**src/rtl/gpio_port_pkg.sv**
```systemverilog
package gpio_port_pkg;

    // word index of each register (byte offset / 4); the map order is fixed
    localparam int WORD_DATA = 0;
    localparam int WORD_PIN  = 1;
    localparam int WORD_DIR  = 2;
    localparam int WORD_RSVD = 3;
    localparam int WORD_SET  = 4;
    localparam int WORD_CLR  = 5;

    // synchronizer depth on the pad inputs
    localparam int SYNC_STAGES = 2;

    // one-hot register hit vector from the decoder
    typedef struct packed {
        logic data;
        logic pin;
        logic dir;
        logic set;
        logic clr;
    } gpio_hit_t;

endpackage

```
**src/rtl/gpio_port_decode.sv**
```systemverilog
module gpio_port_decode
    import gpio_port_pkg::*;
#(
    parameter int ADDR_W = 5
) (
    input  logic [ADDR_W-1:0] bus_addr,
    output gpio_hit_t         hit
);

    localparam int IDX_W = ADDR_W - 2;

    logic [IDX_W-1:0] word_idx;
    logic             aligned;

    always_comb begin
        word_idx = bus_addr[ADDR_W-1:2];
        aligned  = (bus_addr[1:0] == 2'b00);
        hit.data = aligned && (word_idx == IDX_W'(WORD_DATA));
        hit.pin  = aligned && (word_idx == IDX_W'(WORD_PIN));
        hit.dir  = aligned && (word_idx == IDX_W'(WORD_DIR));
        hit.set  = aligned && (word_idx == IDX_W'(WORD_SET));
        hit.clr  = aligned && (word_idx == IDX_W'(WORD_CLR));
    end

endmodule

```
**src/rtl/gpio_port_sync.sv**
```systemverilog
module gpio_port_sync
    import gpio_port_pkg::*;
#(
    parameter int PIN_N = 32
) (
    input  logic             clk,
    input  logic             rst_n,
    input  logic [PIN_N-1:0] pad_in,
    output logic [PIN_N-1:0] pin_sync
);

    typedef struct packed {
        logic [SYNC_STAGES-1:0][PIN_N-1:0] stg;
    } sync_state_t;

    sync_state_t st_d, st_q;

    always_comb begin
        st_d.stg[0] = pad_in;
        for (int i = 1; i < SYNC_STAGES; i++) begin
            st_d.stg[i] = st_q.stg[i-1];
        end
    end

    always_ff @(posedge clk or negedge rst_n) begin
        if (!rst_n) begin
            st_q <= '0;
        end else begin
            st_q <= st_d;
        end
    end

    assign pin_sync = st_q.stg[SYNC_STAGES-1];

    // edges seen since reset, saturating; lets the latency check start cleanly
    logic [1:0] warm_q;
    always_ff @(posedge clk or negedge rst_n) begin
        if (!rst_n) begin
            warm_q <= '0;
        end else if (warm_q != 2'd3) begin
            warm_q <= warm_q + 2'd1;
        end
    end

    // the synchronized value is the pad level of SYNC_STAGES edges ago
    a_r6_sync_latency: assert property (@(posedge clk) disable iff (!rst_n)
        (warm_q >= 2'(SYNC_STAGES)) |-> (pin_sync == $past(pad_in, SYNC_STAGES)));

endmodule

```
**src/rtl/gpio_port_regs.sv**
```systemverilog
module gpio_port_regs
    import gpio_port_pkg::*;
#(
    parameter int PIN_N  = 32,
    parameter int DATA_W = 32,
    parameter int ADDR_W = 5
) (
    input  logic              clk,
    input  logic              rst_n,
    input  logic              bus_sel,
    input  logic              bus_wr,
    input  logic [ADDR_W-1:0] bus_addr,
    input  logic [DATA_W-1:0] bus_wdata,
    input  gpio_hit_t         hit,
    input  logic [PIN_N-1:0]  pin_sync,
    output logic [PIN_N-1:0]  out_val,
    output logic [PIN_N-1:0]  dir_val,
    output logic [DATA_W-1:0] bus_rdata
);

    typedef struct packed {
        logic [PIN_N-1:0] outv;
        logic [PIN_N-1:0] dir;
    } reg_state_t;

    reg_state_t       rs_d, rs_q;
    logic [PIN_N-1:0] wmask;
    logic             wr_en;

    always_comb begin
        wmask = bus_wdata[PIN_N-1:0];
        wr_en = bus_sel && bus_wr;
        rs_d  = rs_q;
        if (wr_en) begin
            if (hit.data) rs_d.outv = wmask;
            if (hit.set)  rs_d.outv = rs_q.outv | wmask;
            if (hit.clr)  rs_d.outv = rs_q.outv & ~wmask;
            if (hit.dir)  rs_d.dir  = wmask;
        end
    end

    always_comb begin
        bus_rdata = '0;
        if (hit.data) bus_rdata = DATA_W'(rs_q.outv);
        if (hit.pin)  bus_rdata = DATA_W'(pin_sync);
        if (hit.dir)  bus_rdata = DATA_W'(rs_q.dir);
    end

    always_ff @(posedge clk or negedge rst_n) begin
        if (!rst_n) begin
            rs_q <= '0;
        end else begin
            rs_q <= rs_d;
        end
    end

    assign out_val = rs_q.outv;
    assign dir_val = rs_q.dir;

    // set, clear, reserved, unaligned and out-of-map reads return zero
    a_r7_unmapped_read_zero: assert property (@(posedge clk) disable iff (!rst_n)
        ((bus_addr[1:0] != 2'b00) || (bus_addr == ADDR_W'('h0C)) ||
         (bus_addr == ADDR_W'('h10)) || (bus_addr == ADDR_W'('h14)) ||
         (bus_addr > ADDR_W'('h14))) |-> (bus_rdata == '0));

endmodule

```
**src/rtl/gpio_port_ctrl.sv**
```systemverilog
module gpio_port_ctrl
    import gpio_port_pkg::*;
#(
    parameter int PIN_N  = 32,
    parameter int DATA_W = 32,
    parameter int ADDR_W = 5
) (
    input  logic              clk,
    input  logic              rst_n,
    input  logic              bus_sel,
    input  logic              bus_wr,
    input  logic [ADDR_W-1:0] bus_addr,
    input  logic [DATA_W-1:0] bus_wdata,
    output logic [DATA_W-1:0] bus_rdata,
    input  logic [PIN_N-1:0]  pad_in,
    output logic [PIN_N-1:0]  pad_out,
    output logic [PIN_N-1:0]  pad_oe
);

    gpio_hit_t        hit;
    logic [PIN_N-1:0] pin_sync;

    gpio_port_decode #(.ADDR_W(ADDR_W)) u_decode (
        .bus_addr (bus_addr),
        .hit      (hit)
    );

    gpio_port_sync #(.PIN_N(PIN_N)) u_sync (
        .clk      (clk),
        .rst_n    (rst_n),
        .pad_in   (pad_in),
        .pin_sync (pin_sync)
    );

    gpio_port_regs #(
        .PIN_N  (PIN_N),
        .DATA_W (DATA_W),
        .ADDR_W (ADDR_W)
    ) u_regs (
        .clk       (clk),
        .rst_n     (rst_n),
        .bus_sel   (bus_sel),
        .bus_wr    (bus_wr),
        .bus_addr  (bus_addr),
        .bus_wdata (bus_wdata),
        .hit       (hit),
        .pin_sync  (pin_sync),
        .out_val   (pad_out),
        .dir_val   (pad_oe),
        .bus_rdata (bus_rdata)
    );

    logic wr_cyc;
    assign wr_cyc = bus_sel && bus_wr;

    // full-register write lands on the pads one edge later
    a_r5_data_load: assert property (@(posedge clk) disable iff (!rst_n)
        (wr_cyc && bus_addr == ADDR_W'('h00)) |=> (pad_out == $past(bus_wdata[PIN_N-1:0])));

    // direction write lands on the enables one edge later
    a_r2_dir_load: assert property (@(posedge clk) disable iff (!rst_n)
        (wr_cyc && bus_addr == ADDR_W'('h08)) |=> (pad_oe == $past(bus_wdata[PIN_N-1:0])));

    // masked set raises masked bits, keeps the rest
    a_r3_set_mask: assert property (@(posedge clk) disable iff (!rst_n)
        (wr_cyc && bus_addr == ADDR_W'('h10)) |=>
        (pad_out == ($past(pad_out) | $past(bus_wdata[PIN_N-1:0]))));

    // masked clear drops masked bits, keeps the rest
    a_r4_clear_mask: assert property (@(posedge clk) disable iff (!rst_n)
        (wr_cyc && bus_addr == ADDR_W'('h14)) |=>
        (pad_out == ($past(pad_out) & ~$past(bus_wdata[PIN_N-1:0]))));

    // writes to read-only, reserved, unaligned or out-of-map addresses are dropped
    a_r8_ignored_write: assert property (@(posedge clk) disable iff (!rst_n)
        (wr_cyc && ((bus_addr == ADDR_W'('h04)) || (bus_addr == ADDR_W'('h0C)) ||
                    (bus_addr > ADDR_W'('h14)) || (bus_addr[1:0] != 2'b00)))
        |=> ($stable(pad_out) && $stable(pad_oe)));

    // a deselected cycle changes nothing
    a_r10_idle_stable: assert property (@(posedge clk) disable iff (!rst_n)
        (!bus_sel) |=> ($stable(pad_out) && $stable(pad_oe)));

    // direction only moves on a direction write
    a_r2_dir_hold: assert property (@(posedge clk) disable iff (!rst_n)
        !(wr_cyc && bus_addr == ADDR_W'('h08)) |=> $stable(pad_oe));

endmodule

```
**config.mk**
```make
export PLATFORM = sky130hd
export DESIGN_NAME = gpio_port_ctrl
export DESIGN_NICKNAME = d
export VERILOG_FILES = /design/src/rtl/gpio_port_pkg.sv /design/src/rtl/gpio_port_decode.sv /design/src/rtl/gpio_port_sync.sv /design/src/rtl/gpio_port_regs.sv /design/src/rtl/gpio_port_ctrl.sv
export SDC_FILE = /design/constraint.sdc
export NUM_CORES = 1
export LEC_CHECK = 0
export ABC_AREA = 1
export BUFFER_PORTS_ARGS = -buffer_cell sky130_fd_sc_hd__buf_4
export CAP_MARGIN = 10
export CORE_ASPECT_RATIO = 2
export CORE_MARGIN = 1.5
export CORE_UTILIZATION = 50
export CTS_CLUSTER_SIZE = 24
export DETAILED_ROUTE_END_ITERATION = 7
export GPL_ROUTABILITY_DRIVEN = 0
export GPL_TIMING_DRIVEN = 0
export PLACE_DENSITY = 0.74
export SLEW_MARGIN = 20
export SYNTH_ARGS = -nofsm -noshare
export SYNTH_HDL_FRONTEND = slang
export SYNTH_HIERARCHICAL = 1
export SYNTH_SLANG_ARGS = --single-unit
export TNS_END_PERCENT = 20
```
**constraint.sdc**
```tcl
create_clock -name clk -period 1.45 [get_ports clk]
set_input_delay 0.145 -clock clk [delete_from_list [all_inputs] [get_ports clk]]
set_output_delay 0.145 -clock clk [all_outputs]
set_load 0.01 [all_outputs]
```
==> results of run 1 <==
[power by group]
part / switching [W] / internal (W) / leakage (nW)
Clock: 0.00164 / 0.00272 / 0.291
Combinational: 0.000950 / 0.000977 / 2.73
Sequential: 0.000458 / 0.00400 / 1.58
Total: 0.00305 / 0.00770 / 4.60
[critical path, stage by stage]
cell and delay, ns:
buf_6 0.10, nor2_4 0.13, nand2_4 0.09, nor2_4 0.23, nor2_4 0.08, buf_6 0.14, buf_8 0.14, nand2_1 0.09
a21oi_2 0.06, buf_4 0.14
[repair_timing]
action                                  4_1_cts  5_1_grt
pin swaps                                     7       13
gates cloned                                  3        1
hold endpoints to repair                    126        0
resized for setup                            55       64
buffers inserted                              9        4
hold buffers                                 64        0
endpoints found under the setup margin       31       61
[flip-flops by register name, indices dropped and copies added, names as in the netlist]
register         flops
u_sync/pin_sync     32
u_sync/st_d         32
u_regs/dir_val      32
u_regs/out_val      32
[cells by family (layout without fill, tap and decap cells)]
family | Yosys count | after routing | share of synthesized area
AOI/OAI and AO/OA | 65 | 65 | 0.0613
buffers and inverters | 75 | 356 | 0.0670
DFF | 128 | 128 | 0.584
and+or+nand+nor | 402 | 402 | 0.288
[synthesized netlist by cell type, drive strengths merged]
master / count
nor2: 72
clkbuf: 1
nand3: 32
a21oi: 65
inv: 40
buf: 34
dfrtp: 128
nand2: 298
[path summary, 6_finish.rpt]
| check | start | to | slack, ns |
|---|---|---|---|
| max in group asynchronous | rst_n | u_regs/out_val[19]$_DFFE_PN0P_ | 0.45 |
| hold reg to reg | u_sync/st_d[34]$_DFF_PN0_ | u_sync/pin_sync[2]$_DFF_PN0_ | 0.35 |
| hold / removal | bus_wdata[10] | u_regs/dir_val[10]$_DFFE_PN0P_ | 0.005 |
| setup / recovery | bus_addr[1] | bus_rdata[6] | -0.04 |
| min in group asynchronous | rst_n | u_sync/pin_sync[9]$_DFF_PN0_ | 0.27 |
| setup reg to reg | u_regs/out_val[2]$_DFFE_PN0P_ | u_regs/out_val[2]$_DFFE_PN0P_ | 0.52 |
[metal layers]
layer	share of wire	global-route usage	up-vias
li1	-	-	2592
met2	0.56	0.577	270
met1	0.35	0.329	2710
met5	0	0	-
met4	0.042	0.195	0
met3	0.053	0.0608	59
[final cells by class]
class | instances | area, um2 | area share
inverters | 40 | 150 | 0.0172
clock inverters | 15 | 184 | 0.0211
plain buffers | 34 | 310 | 0.0356
flip-flops and latches | 128 | 3200 | 0.368
clock buffers | 17 | 425 | 0.0488
well taps | 140 | 175 | 0.0201
multi-input cells | 467 | 2170 | 0.249
repair buffers | 250 | 2090 | 0.240
[metrics by stage]
step	setup TNS (ns)	cells	hold WS (ns)
floorplan	0	670	-0.151
global placement	-22.99	978	0.255
detailed placement	-7.20	979	0.170
CTS	-0.687	1087	0.00227
global route	-1.85	1091	0.0228
finish	-0.430	1091	0.00550
==> results.md, run 1 <==
- The flow ran to the end, but the final reports show violations.
- The checks that failed: setup timing.
- The iteration-0 DRC count of the detailed router is 373.
- The power after layout is 0.0108 W.
- The insertion delay to the later sink of the worst-skew pair is about 0.41 ns.
- The cell sitting at the root of the clock tree is a clkbuf_16.
- The sequential share of the synthesized area is 0.584.
- The synthesized area is roughly 5500 um2.
- The number of register bits inferred by synthesis is 128.
- The library cell used most frequently in the layout, excluding fill and tap cells, is nand2_1.
- The detailed-route DRC error count is 0.
- The estimated wirelength of the detail-placed design is 11700 um.
- The count of cell types in the netlist is 16.
- The overall fraction of global-route tracks in use is 0.316.
- The total number of placement rows is 54.
- The final setup skew is between 0.005 and 0.006 ns.
- The residual antenna-violating net count after detailed routing is 0.
- The setup slack after placement is -0.283 ns.
- In this run the worst path has a maximum fanout of 5.
- The area added between synthesis and finish is 58.8%.
- The total overflow left after global routing is 0.
- The first global-routing pass estimated between 20000 and 30000 um of wire.
- For this run, the top clock speed supported by timing is 669 MHz.
- Of the post-synthesis cell area, the dominant cell type holds 0.584.
- Of the cells placed in the final design, the portion with a size suffix greater than 1 is 0.343.
- The final count of hold timing violations is 0.
- The number of slew-limit violations in the final report came to 0.
- For the worst setup path, the data required time is 1.31 ns.
- Measured in cells, the most critical reg-to-reg path has a length of 6.
- In the layout the commonest cells are nand2_1, buf_4, dfrtp_1.
- STA classifies the critical path startpoint as a primary input.
- After layout, the minimum clock period comes to 1.49 ns.
- The largest net degree at the start of global routing is 66.
- At the pin with the least slew margin, the transition time is 0.590 ns.
- The effective utilization at floorplan is 0.508.
- The initial antenna violation count is 0.
- The library cell with the largest summed area after synthesis is dfrtp_1.
- The overall die height is around 150 um.
- At the worst endpoint, the arrival time is ~1.4 ns.
- The die area is 11600 um2.
- about 170 I/O pins were placed.
- The count of buffers from port buffering is 168.
- The die is 77.1 um wide.
- The share of the clock period used by the worst path is 1.03.
- Once layout is complete, the utilization of the core stands at 0.806.
- The number of inserted filler cells in the final layout is ~660.
- The total clock sinks is 128.
- Synthesis produced a netlist with a net count of 743.
- The first detailed-routing pass ran for 7 iterations.
- The average wire per cell in the routed design is about 17 um.
- The per-instance average area after synthesis is 8.19 um2.
- The static leakage is about 4.6 nW.
- The floorplan core area is 10800 um2.
- The number of violations of the max-capacitance limit is 0.
- The total wire length is 18500 um.
- The count of warnings emitted by yosys is 6.
- The number of nets in the layout is 1011.
- In this run the deepest clock path goes through 2 buffers.
- The worst hold path was traced through 3 stages.
- The final instance area is between 8000 and 9000 um2.
- For this design the ratio of total power to cell area is 1230 nW/um2.
- The antenna diode count is 0.
- Ranked by total cell area, the synthesized netlist is headed by dfrtp_1, nand2_1, a21oi_1.
- The type of the worst min-delay path is primary input to flip-flop.
- The category of the critical setup timing path is primary input to primary output.
- Setup violations remaining at the end of the flow were counted as 21.
- The instance count of the mapped netlist is 670.
- The H-tree depth is 4.
- Setup repair after global routing could not meet its margin everywhere.
- The final route contains 5631 vias.
- In this run, CTS created clock tree buffers numbering 17.
- The standard cell area after detailed placement is 6950 um2.
- Dividing the detail-routed via count by the number of cells gives 5.16.
- Clock-pin slew was measured on the worst setup and hold paths at 0.06 ns.
- Measured against its own limit, the worst slew margin works out to 0.607.
- Once routing completed, OpenROAD measured the worst setup slack at -0.0447 ns.
- The via count of the first global-routing pass is 5697.
- Across the VDD grid, the largest voltage drop is 1090 uV.
- The TritonCTS clock tree is built.
- STA classifies the critical path endpoint as a primary output.
Power figures use the tool's default switching activity.
==> run 2: changes to the inputs <==
--- a/config.mk
+++ b/config.mk
@@ -15,7 +15,9 @@
 export DETAILED_ROUTE_END_ITERATION = 7
 export GPL_ROUTABILITY_DRIVEN = 0
 export GPL_TIMING_DRIVEN = 0
+export HOLD_SLACK_MARGIN = 0.03
 export PLACE_DENSITY = 0.74
+export RECOVER_POWER = 100
 export SLEW_MARGIN = 20
 export SYNTH_ARGS = -nofsm -noshare
 export SYNTH_HDL_FRONTEND = slang
==> run 2 against run 1 <==
Compared with the run above:
- the flow still finishes with violations (setup timing)
- wire length decreased by 0.36%
- power about the same
- clock skew about the same
- global-route usage about the same
- combinational power about the same
- largest power group unchanged
- largest cell class unchanged
==> results.md, run 2 (same netlist as run 1, synthesis figures left out) <==
- The root buffer cell is clkbuf_16.
- The number of slew-limit violations in the final report is 0.
- For this run the aggregate overflow at the end of global routing stands at 0.
- Headroom to the max-slew limit came out at 0.417.
- The critical path data required time is 1.31 ns.
- Summed over all nets, wire length on met2 after detailed routing comes to 10200 um.
- The fraction of layout cells with a size suffix above 1 is 0.340.
- The total clock sinks is 128.
- The final instance area is 8720 um2.
- The met3 wire length is 1070 um.
- For the pin with the worst max-slew slack, the measured transition is just under 0.9 ns.
- Along the worst path, the maximum fanout reaches 5.
- Setup repair after global routing could not meet its margin everywhere.
- The library cell used most frequently in the layout, excluding fill and tap cells, is nand2_1.
- The insertion delay to the later sink of the worst-skew pair is 0.41 ns.
- The area added between synthesis and finish is 58.9%.
- Before CTS, the worst setup slack after placement is -0.283 ns.
- Data arrives at the worst endpoint at 1.35 ns.
- The initial antenna violation count is 0.
- The kind of launch point of the worst setup path is a primary input.
- The type of the worst min-delay path is primary input to flip-flop.
- The category of the critical setup timing path is primary input to primary output.
- The die area is 11600 um2.
- Counting along the longest clock path gives a buffer depth of 2.
- The detailed router put a total of 6310 um of wire on met1.
- The standard cell area after detailed placement is 6950 um2.
- The iteration count of the initial detailed-routing pass is 5.
- The number of violations of the max-capacitance limit is 0.
- The effective utilization at floorplan is 0.508.
- The largest net degree at the start of global routing is 66.
- The count of buffers from port buffering is 168.
- The average wire per cell in the routed design is roughly 17 um.
- In the layout the commonest cells are nand2_1, buf_4, dfrtp_1.
- The total wire length is 18500 um.
- After the flow finishes, the layout carries non-filler instances totaling 1092.
- For the final database, setup skew stands at 0.00547 ns.
- The final count of hold timing violations is 0.
- TritonCTS created 17 clock buffers.
- Counting I/O delays and the setup requirement, the final critical path takes 1.49 ns.
- The core region is 10800 um2.
- The antenna diode count is 0.
- The detailed-route vias per instance is 5.16.
- The total placed cells including tap cells is 979.
- The final reports fail on setup timing.
- Dividing the final minimum period by the clock period gives 1.03.
- The detailed-route DRC error count is 0.
- Clock-pin slew was measured on the worst setup and hold paths at roughly 0.06 ns.
- The overall die height is between 150 and 200 um.
- The number of top-level pins is about 170.
- The worst setup path is captured at a primary output.
- The first routing iteration left approximately 320 violations.
- CTS built an H-tree with a depth of 4.
- The top routing layer in use is met4.
- After the last flow step, the layout net total stands at 1012.
- The total power per unit cell area is 1230 nW/um2.
- The run finished, with violations left.
- Across every metal layer, demand over resource in global routing totals 0.315.
- Setup slack on the critical path of the routed design comes to -0.0421 ns.
- The largest voltage drop on the vdd net is ~1100 uV.
- The die extent in x is 77.1 um.
- The TritonCTS clock tree is built.
- Setup violations remaining at the end of the flow were counted as 21.
- Static timing analysis puts the maximum clock frequency at roughly 670 MHz.
- The HPWL after detailed placement is 11700 um.
- The via count of the first global-routing pass came to 5697.
- The residual antenna-violating net count after detailed routing is 0.
- The total number of placement rows is between 50 and 60.
- The overall via count from detail_route is between 5k and 6k.
- The wire length of the first global-routing pass is 27900 um.
- Summed over all cells, the static leakage comes to 4.61 nW.
- The final sum of negative setup slack is -0.456 ns.
-- run 2: cell types whose count changed in the layout (fill, tap and decap cells not counted), sizes merged --
cell / delta
buf: -35
dlygate4sd3: +1
clkbuf: +35
-- run 2: final cells by class --
cell class | count | area, um2
buffer | 34 | 308
clock buffer | 17 | 425
clock inverter | 15 | 184
fill | 659 | 2090
inverter | 40 | 150
multi-input combinational | 467 | 2170
sequential | 128 | 3200
tap | 140 | 175
timing repair buffer | 251 | 2100
-- run 2: worst max-delay path: stages --
cell and delay (ns):
buf_6 0.10, nor2_4 0.13, nand2_4 0.09, nor2_4 0.24
nor2_4 0.08, buf_6 0.14, buf_6 0.14, nand2_1 0.08
a21oi_2 0.06, buf_4 0.14
-- run 2: power by group --
part / internal, W / switching [W] / total (W)
clock: 0.00272 / 0.00164 / 0.00437
sequential: 0.00400 / 0.000455 / 0.00446
combinational: 0.000973 / 0.000948 / 0.00192
total: 0.00770 / 0.00305 / 0.0107
-- run 2: layer usage --
metal,vias to the layer above,global-route usage
met5,-,0
met4,0,0.197
met3,72,0.0602
met2,279,0.575
met1,2689,0.329
li1,2596,-
-- run 2: repair_timing --
action / CTS / global route
hold buffers: 65 / 0
hold endpoints to repair: 127 / 0
cloned: 3 / 1
pin swaps: 7 / 13
setup endpoints to repair: 31 / 61
setup buffers: 9 / 4
gates resized for setup: 55 / 65
-- run 2: through the flow --
stage / hold slack (ns) / power (W) / util
floorplan: -0.151 / 0.00508 / -
global placement: 0.255 / 0.00607 / 0.640
detailed placement: 0.170 / 0.00615 / 0.643
CTS: 0.215 / 0.0107 / 0.785
global route: 0.330 / 0.0112 / 0.807
finish: 0.310 / 0.0107 / 0.807
-- run 2: final timing paths --
path | startpoint | end | slack, ns | cells past startpoint
worst max register to register | u_regs/out_val[6]$_DFFE_PN0P_ | u_regs/out_val[6]$_DFFE_PN0P_ | 0.48 | 6
max in group asynchronous | rst_n | u_regs/out_val[16]$_DFFE_PN0P_ | 0.24 | 3
worst max-delay path | bus_addr[1] | bus_rdata[4] | -0.04 | 10
min in group asynchronous | rst_n | u_sync/pin_sync[9]$_DFF_PN0_ | 0.40 | 2
worst min-delay path | bus_wr | u_regs/dir_val[0]$_DFFE_PN0P_ | 0.31 | 5
worst min register to register | u_sync/st_d[34]$_DFF_PN0_ | u_sync/pin_sync[2]$_DFF_PN0_ | 0.35 | 0
==> run 3: changes to the inputs <==
--- a/config.mk
+++ b/config.mk
@@ -18,6 +18,7 @@
 export HOLD_SLACK_MARGIN = 0.03
 export PLACE_DENSITY = 0.74
 export RECOVER_POWER = 100
+export SKIP_LAST_GASP = 1
 export SLEW_MARGIN = 20
 export SYNTH_ARGS = -nofsm -noshare
 export SYNTH_HDL_FRONTEND = slang
==> run 3 against run 2 <==
Compared with the run above:
- the run still ends with setup timing left
- sequential share of layout area increased by 0.51 points
- power is 0.48% lower
- non-clock buffer count is the same
- clock skew shrank 0.00090 ns
- critical endpoint is now bus_rdata[6]
- first-iteration DRC count up 36%
- hold slack worse by 0.0033 ns
- global-route usage decreased by 0.16 points
==> results.md, run 3 (same netlist as run 1, synthesis figures left out) <==
- Of the total power, registers draw 0.415.
- The die area is 11600 um2.
- The iteration-0 DRC count of the detailed router is around 440.
- The number of inserted filler cells in the final layout is 696.
- After layout, the design draws a total of 0.0107 W.
- Of the cells placed in the final design, the portion with a size suffix greater than 1 is 0.316.
- The worst reg-to-reg setup slack is 0.52 ns.
- The endpoint identified for the worst register-to-register timing path is u_regs/out_val[6]$_DFFE_PN0P_.
- Between clock sinks in the finished design, the worst skew comes to between 0.004 and 0.005 ns.
- The cell count of the worst hold path is 5.
- The total of endpoints with negative setup slack in the final report is 30.
- The detail route stage leaves a number of antenna-violating nets equal to 0.
- Entering global routing, the biggest net connects 66 pins.
- The final sum of negative setup slack is -1.08 ns.
- The root buffer cell is clkbuf_16.
- The via count of the first global-routing pass is 5673.
- The total wire length is 18200 um.
- The top fanout value on the critical path is 5.
- The delay of the slowest cell on the worst path is 0.16 ns.
- STA classifies the critical path endpoint as a primary output.
- Clock tree synthesis found a total of about 130 sinks.
- The final count of hold timing violations is 0.
- The part of the total power dissipated in combinational logic is 0.178.
- After detailed routing, the number of vias per cell comes to 5.12.
- The wire length of the first global-routing pass is approximately 28000 um.
- At the end of the flow the core is filled with cells to 0.796.
- The leading cell type in the layout, fill and taps excluded is nand2_1.
- The initial antenna violation count was 1.
- The depth of the worst register-to-register path is 6.
- The relative slew slack is 0.415.
- Across the VDD grid, the largest voltage drop is 1090 uV.
- The signal on the critical path passes through buf_6 > nor2_4 > nand2_4 > nor2_4 > inv_2 > nor2_4 > buf_6 > buf_8 > nand2_1 > a21oi_2 > buf_4.
- The flow ran to the end, but the final reports show violations.
- The type of the worst min-delay path is primary input to flip-flop.
- The H-tree depth is 4.
- The net switching power is roughly 0.003 W.
- The cell type with the highest occurrence count on the critical path is nor2_4.
- The total overflow reported by the global router is 0.
- At the pin with the least slew margin, the transition time is 0.878 ns.
- The initial utilization of the core area, before any placement, comes to 0.508.
- The internal power summed over all cells is 0.00769 W.
- The maximum root-to-sink buffer count is 2.
- The worst min-delay path endpoint is u_regs/dir_val[0]$_DFFE_PN0P_.
- The kind of launch point of the worst setup path is a primary input.
- For this run, the total global-route usage over all layers was measured as 0.314.
- The TritonCTS clock tree is built.
- The total number of placement rows is between 50 and 60.
- The number of top-level pins is ~170.
- The number of nets in the layout is 1012.
- The average wire per cell in the routed design is about 17 um.
- The origin of the critical flop-to-flop path is u_regs/out_val[6]$_DFFE_PN0P_.
- The insertion delay to the later sink of the worst-skew pair is 0.41 ns.
- Leaving out fill and tap cells, the most frequent cells in the layout are nand2_1, buf_4, dfrtp_1.
- The iteration count of the initial detailed-routing pass is 5.
- The floorplan core area is 10800 um2.
- For the worst setup path, the data arrival time is 1.39 ns.
- Compared with the post-synthesis result, the final layout area differs by 56.8%.
- Dividing total power by cell area gives a power density of ~1200 nW/um2.
- Across the run, the number of max-cap violations was 0.
- The number of slew-limit violations in the final report is 0.
- At the worst endpoint, the required time is 1.31 ns.
- The overall via count from detail_route is 5597.
- The highest achievable clock rate is 653 MHz.
- Once routing completed, OpenROAD measured the worst setup slack at -0.0816 ns.
- The startpoint identified for the worst hold timing path is bus_wr.
- By startpoint and endpoint, the worst setup path is classified as primary input to primary output.
- The estimated wirelength of the detail-placed design is 11700 um.
- The shortest clock period the worst path allows after layout is between 1.5 and 2 ns.
- During placement, the flow inserted port buffers numbering 168.
- Clock-pin slew was measured on the worst setup and hold paths at 0.06 ns.
- Measured along the y axis, the die boundary spans between 150 and 200 um.
- The share of the clock period used by the worst path is 1.06.
- The checks that failed: setup timing.
- The master of the slowest instance on the critical path is buf_6.
- The total CTS buffers is 17.
- The detailed-route DRC error count is 0.
- The share of total power dissipated in the clock network is 0.407.
- For this design the static power due to leakage is roughly 4.6 nW.
- Setup repair after global routing could not meet its margin everywhere.
- The die is about 77 um wide.
- Of the total power, the share spent switching nets is 0.281.
[run 3: cell count changes in the layout (fill, tap and decap cells not counted), moves of 3 or more]
| cell | delta |
|---|---|
| nand2_2 | -9 |
| nor2_2 | -3 |
| buf_8 | -4 |
| a21oi_2 | -7 |
| nand2_4 | -3 |
| a21oi_1 | +8 |
| nor2_1 | +3 |
| nand2_1 | +12 |
[run 3: through the flow]
stage          instances  hold WS [ns]  worst slack, ns  area, um2
6_report            1093         0.307          -0.0816       8600
3_3_place_gp         978         0.255           -0.218       6920
5_1_grt             1093         0.336           -0.131       8600
3_5_place_dp         979         0.170           -0.283       6950
2_1_floorplan        670        -0.151            0.180       5490
4_1_cts             1088         0.210          -0.0539       8440
[run 3: worst max-delay path by stage]
stage	from	end	slack, ns	cells past startpoint
3_5_place_dp	bus_addr[1]	bus_rdata[8]	-0.28	9
4_1_cts	bus_addr[0]	bus_rdata[8]	-0.05	11
6_report	bus_addr[1]	bus_rdata[6]	-0.08	11
5_1_grt	bus_addr[1]	bus_rdata[2]	-0.13	11
3_3_place_gp	bus_addr[1]	bus_rdata[13]	-0.22	9
2_1_floorplan	bus_addr[1]	bus_rdata[10]	0.18	7
[run 3: worst max-delay path: cells and delay by family]
| kind | cells | cell delay, ns |
|---|---|---|
| AOI/OAI and AO/OA | 1 | 0.14 |
| buffers and inverters | 5 | 0.59 |
| and+or+nand+nor | 5 | 0.50 |
[run 3: layer usage]
| layer | GRT usage | vias to the layer above | part of all wire |
|---|---|---|---|
| li1 | - | 2593 | - |
| met1 | 0.328 | 2671 | 0.34 |
| met2 | 0.570 | 265 | 0.56 |
| met3 | 0.0596 | 68 | 0.054 |
| met4 | 0.201 | 0 | 0.048 |
| met5 | 0 | - | 0 |
[run 3: area by class of cell]
cell class,instances,area [um2],area share
repair buffers,251,2090,0.244
plain buffers,34,283,0.0329
flip-flops and latches,128,3200,0.372
clock buffers,17,425,0.0495
multi-input cells,467,2080,0.242
diodes,1,2.50,0.000291
clock inverters,15,184,0.0214
inverters,40,150,0.0175
well taps,140,175,0.0204
[run 3: what timing repair did]
action	4_1_cts	5_1_grt
setup endpoints to repair	31	61
setup buffers	9	4
resized for setup	44	40
hold endpoints to repair	127	0
gates cloned	3	1
hold buffers	65	0
pin swaps	7	11
[run 3: power groups by stage]
stage	clock network, W	logic (W)	registers [W]
final	0.00435	0.00191	0.00444
after floorplan	0	0.000562	0.00452
after global placement	0	0.00163	0.00445
after CTS	0.00439	0.00187	0.00442
after global routing	0.00456	0.00208	0.00448
after detailed placement	0	0.00168	0.00447
